`src/rtl/aux_i2c_seq.sv`:
```
module aux_i2c_seq #(
  parameter int AW        = 16,
  parameter int WAIT_CYC  = 400,
  parameter int MAX_RETRY = 7
) (
  input  logic          clk,
  input  logic          rst_n,
  input  logic          op_valid,
  input  logic [1:0]    op_code,
  input  logic [AW-1:0] op_addr,
  input  logic [7:0]    op_wdata,
  output logic          op_ready,
  output logic          done,
  output logic          done_err,
  output logic [7:0]    done_rdata,
  output logic          tx_valid,
  output logic [7:0]    tx_data,
  output logic          tx_last,
  input  logic          tx_ready,
  input  logic          rx_valid,
  input  logic [7:0]    rx_data
);
  localparam int WW = $clog2(WAIT_CYC + 1);
  localparam int RW = $clog2(MAX_RETRY + 2);
  localparam logic [1:0] OP_ADDR = 2'd0, OP_WR = 2'd1, OP_RD = 2'd2, OP_STOP = 2'd3;
  localparam logic [1:0] RC_ACK = 2'd0, RC_DEFER = 2'd2;

  typedef enum logic [2:0] {S_IDLE, S_SEND, S_RECV1, S_RECV2, S_WAIT, S_FIN} st_t;

  st_t           st;
  logic [1:0]    op_q;
  logic [7:0]    wb_q;
  logic [AW-1:0] addr_q;
  logic          run_q;
  logic [2:0]    idx;
  logic [WW-1:0] wcnt;
  logic [RW-1:0] rtry;
  logic          err_q;
  logic [7:0]    rd_q;
  logic [2:0]    len;
  logic          mot;

  assign mot = (op_q != OP_STOP);
  assign len = (op_q == OP_WR) ? 3'd5 : (op_q == OP_RD) ? 3'd4 : 3'd3;

  always_comb begin
    case (idx)
      3'd0:    tx_data = {1'b0, mot, 1'b0, addr_q[0], 4'h0};
      3'd1:    tx_data = 8'(addr_q >> 9);
      3'd2:    tx_data = 8'(addr_q >> 1);
      3'd3:    tx_data = 8'h00;
      default: tx_data = wb_q;
    endcase
  end

  assign op_ready   = (st == S_IDLE);
  assign tx_valid   = (st == S_SEND);
  assign tx_last    = (st == S_SEND) && (idx == len - 3'd1);
  assign done       = (st == S_FIN);
  assign done_err   = err_q;
  assign done_rdata = rd_q;

  always_ff @(posedge clk) begin
    if (!rst_n) begin
      st     <= S_IDLE;
      op_q   <= OP_ADDR;
      wb_q   <= '0;
      addr_q <= '0;
      run_q  <= 1'b0;
      idx    <= '0;
      wcnt   <= '0;
      rtry   <= '0;
      err_q  <= 1'b0;
      rd_q   <= '0;
    end else begin
      case (st)
        S_IDLE: if (op_valid) begin
          op_q  <= op_code;
          wb_q  <= op_wdata;
          idx   <= '0;
          rtry  <= '0;
          err_q <= 1'b0;
          rd_q  <= '0;
          case (op_code)
            OP_ADDR: begin
              addr_q <= op_addr;
              run_q  <= 1'b1;
              st     <= S_SEND;
            end
            OP_STOP: begin
              run_q <= 1'b0;
              st    <= run_q ? S_SEND : S_FIN;
            end
            default: begin
              err_q <= ~run_q;
              st    <= run_q ? S_SEND : S_FIN;
            end
          endcase
        end
        S_SEND: if (tx_ready) begin
          if (idx == len - 3'd1) begin
            idx <= '0;
            st  <= S_RECV1;
          end else begin
            idx <= idx + 3'd1;
          end
        end
        S_RECV1: if (rx_valid) begin
          if (rx_data[3:2] == RC_ACK) begin
            st <= (op_q == OP_RD) ? S_RECV2 : S_FIN;
          end else if (rx_data[3:2] == RC_DEFER) begin
            if (rtry == RW'(MAX_RETRY)) begin
              err_q <= 1'b1;
              st    <= S_FIN;
            end else begin
              rtry <= rtry + 1'b1;
              wcnt <= '0;
              st   <= S_WAIT;
            end
          end else begin
            err_q <= 1'b1;
            st    <= S_FIN;
          end
        end
        S_RECV2: if (rx_valid) begin
          rd_q <= rx_data;
          st   <= S_FIN;
        end
        S_WAIT: begin
          if (wcnt == WW'(WAIT_CYC - 1)) st <= S_SEND;
          else wcnt <= wcnt + 1'b1;
        end
        default: st <= S_IDLE;
      endcase
    end
  end
endmodule

```
`config.mk`:
```
export PLATFORM = sky130hd
export DESIGN_NAME = aux_i2c_seq
export DESIGN_NICKNAME = d
export VERILOG_FILES = /design/src/rtl/aux_i2c_seq.sv
export SDC_FILE = /design/constraint.sdc
export NUM_CORES = 1
export LEC_CHECK = 0
export BUFFER_PORTS_ARGS = -buffer_cell sky130_fd_sc_hd__buf_2
export CORE_MARGIN = 10
export CORE_UTILIZATION = 54
export CTS_CLUSTER_DIAMETER = 80
export DETAILED_ROUTE_END_ITERATION = 8
export PLACE_DENSITY_LB_ADDON = 0.2
export SLEW_MARGIN = 20
export SYNTH_ARGS = -nofsm -noshare
export SYNTH_HDL_FRONTEND = slang
export SYNTH_SLANG_ARGS = --single-unit
```
`constraint.sdc`:
```
create_clock -name clk -period 2.2 [get_ports clk]
set_input_delay 0.44 -clock clk [delete_from_list [all_inputs] [get_ports clk]]
set_output_delay 0.44 -clock clk [all_outputs]
set_load 0.02 [all_outputs]
```
==> key figures <==
STA
  • Sum of negative setup slack: 0 ns
  • Rel. slew slack: 63.0%
  • Setup Skew: 0.00626 ns
  • Final period util: 96.3%
  • Slew Limit Fails: 0
  • Slew @ Worst Pin: 0.554 ns
  • Final Critical Period: 2.12 ns
  • Setup violators final: 0
  • Setup ws final: 0.0804 ns
  • RSZ-0062 raised after global routing: false
  • Final Hold Fails: 0
  • F_max: 472 MHz

Worst setup path
  • Reg2Reg Setup Slack: 0.28 ns
  • CP Data Required Time: 1.76 ns
  • Crit Path Class: register to output port
  • Setup crit end kind: output port
  • CP arrival: 1.68 ns
  • Crit path launch type: register
  • CP Max Fanout: 6
  • R2R depth: 7

Placed design
  • Placed Area: 3090 sq um
  • Post-place setup slack: 0.144 ns
  • PortBufs: 59
  • Routability cong.: 0.809
  • Hpwl dp: 5100 um

Logic synthesis
  • Cell variety after synth: 52
  • Post-synth top area cell: dfxtp_1
  • Post-synth EDFFs: 0
  • Post-Syn Area: 2700 sq um
  • Ys async rst share: 0%
  • Mapped Nets: 391
  • Yosys reg bits: 55
  • Synth Instances: 344
  • Most frequent cell after synthesis: nand2_1
  • Main flop type after synthesis: dfxtp_1
  • Avg Cell Area, Syn: 7.84 sq um
  • Cells taking the most area after synthesis: dfxtp_1 41%, nand2_1 11%, a21oi_1 8.5%
  • Post-synth top cells: 81 x nand2_1, 55 x dfxtp_1, 46 x a21oi_1
  • Sequential area share after synthesis: 40.8%
  • Share of the synthesized area in the top cell type: 40.8%
  • Synth Warn #: 0

Global route
  • Overall Global Routing Usage: 16.4%
  • First-pass GRT wire length: 11,500 um
  • Initial antenna violation count: 0
  • Largest net degree at the start of global routing: 20
  • Vias in the first global route: 2,499
  • Grt total ovfl: 0

Pwr
  • Worst VDD drop: 0.000423 V
  • Leak: 1.30 nW
  • P per Cell Area: 649 nW/um^2

Clocking
  • Htree depth: 2
  • Skew-Pair Late Insertion Delay: 0.30 ns
  • Clk sinks: 55
  • CTS Buf Count: 5
  • CTS tree: done
  • Root Buffer: clkbuf_8
  • CTS clk-pin slew, worst paths: 0.10 ns
  • Clock Path Buffers: 2

Routing
  • Aggregate routed wire length: 6960 um
  • Vias per cell: 5.49
  • ANT nets after route: 0
  • Vias: 2,612
  • Drt wl/cell: 14.6 um
  • DR iter-0 viols: 257
  • DRC Markers: 0
  • DR pass1 iterations: 5

Floorplanning
  • Die Ht: 90.7 um
  • Width of the chip: 90.7 um
  • Row cnt: 25
  • Die area: 8220 sq um
  • Initial Util: 56.4%
  • I/O pins: 60
  • Core area: 4790 sq um

Run status
  • Status: finished, final reports clean

Flow run
  • Max-cap violations: 0

Final layout
  • Multi-input gate area: 1490 sq um
  • Layout cells sized above 1: 23.5%
  • Antenna diode count: 0
  • Reg area: 1110 sq um
  • Fillers: 405
  • Final instance area: 3260 sq um
  • Fin nets: 456
  • Area Growth Syn to Fin: 20.8%

Worst hold path
  • Tightest Hold Check Type: input pin to register
  • Hold path cells: 3
## flip-flops by register name, indices dropped and copies added, names as in the netlist
signal and flops:
addr_q 16, st 3, wcnt 9, wb_q 8, done_rdata 8, rtry 4
op_q 2, done_err 1, run_q 1, idx 3
## cell type report
cell class              instances  area share (%)
repair buffers                 76            13.3
clock buffers                   6            2.23
clock inverters                 1           0.921
well taps                      67            2.57
multi-input cells             260            45.8
flip-flops and latches         55            33.9
inverters                      11            1.27
## metal layers
layer,vias up,GRT usage [%],wire [um]
met4,0,5.17,75
met2,92,24.1,3020
met5,-,0,0
li1,1320,-,-
met1,1192,21.8,3250
met3,8,5.74,622
## worst paths after layout
| check | end | startpoint |
|---|---|---|
| setup reg to reg | idx[2] | st[0] |
| hold / removal | addr_q[12] | op_addr[12] |
| setup / recovery | tx_last | op_q[1] |
| hold reg to reg | done_rdata[6] | done_rdata[6] |
## power breakdown
group	total [mW]	switching [mW]	internal, mW	leakage, nW
Clock	0.646	0.312	0.334	0.0513
Sequential	1.08	0.0396	1.04	0.447
Combinational	0.391	0.238	0.152	0.805
Total	2.11	0.589	1.53	1.30
## cell families (layout without fill, tap and decap cells)
| family | Yosys count | count (layout) | synth area share, % |
|---|---|---|---|
| buf+inv | 29 | 94 | 4.64 |
| flops | 55 | 55 | 40.8 |
| simple gates | 148 | 148 | 26.1 |
| mux | 6 | 6 | 2.27 |
| compound gates | 92 | 92 | 20.5 |
| xor+xnor | 6 | 6 | 1.95 |
| fa+ha+maj | 8 | 8 | 3.71 |
## worst max-delay path: stages, from the launching register on
cell	delay [ns]
dfxtp_1	0.37
or4b_4	0.48
o22ai_1	0.12
a31o_2	0.14
and2_4	0.16
buf_6	0.11
## layout by cell type (no fill, tap or decap), types with 6 or more instances in the layout
cell type and count:
o21ai_0 17, nor2_1 18, buf_4 16, nand3_1 12, ha_1 6, dfxtp_1 53, nand2_1 81, buf_2 58
inv_1 10, a21oi_1 46
## per-stage QoR
stage	hold WS, ns	total power, mW	std cells	utilization (%)
2_1_floorplan	0.436	1.34	344	-
3_3_place_gp	0.435	1.47	465	64.6
3_5_place_dp	0.444	1.48	465	64.6
4_1_cts	0.357	2.12	474	67.4
5_1_grt	0.366	2.23	476	68.1
6_report	0.361	2.11	476	68.1
## repair_timing
| item | in CTS | in global routing |
|---|---|---|
| gates resized for setup | 7 | 4 |
| setup buffers | 2 | 2 |
| hold buffers | 0 | 0 |
| pin swaps | 1 | 2 |
| endpoints found under the setup margin | 3 | 5 |
| gates cloned | 0 | 0 |
No activity file was read; power rests on OpenSTA's default activity.
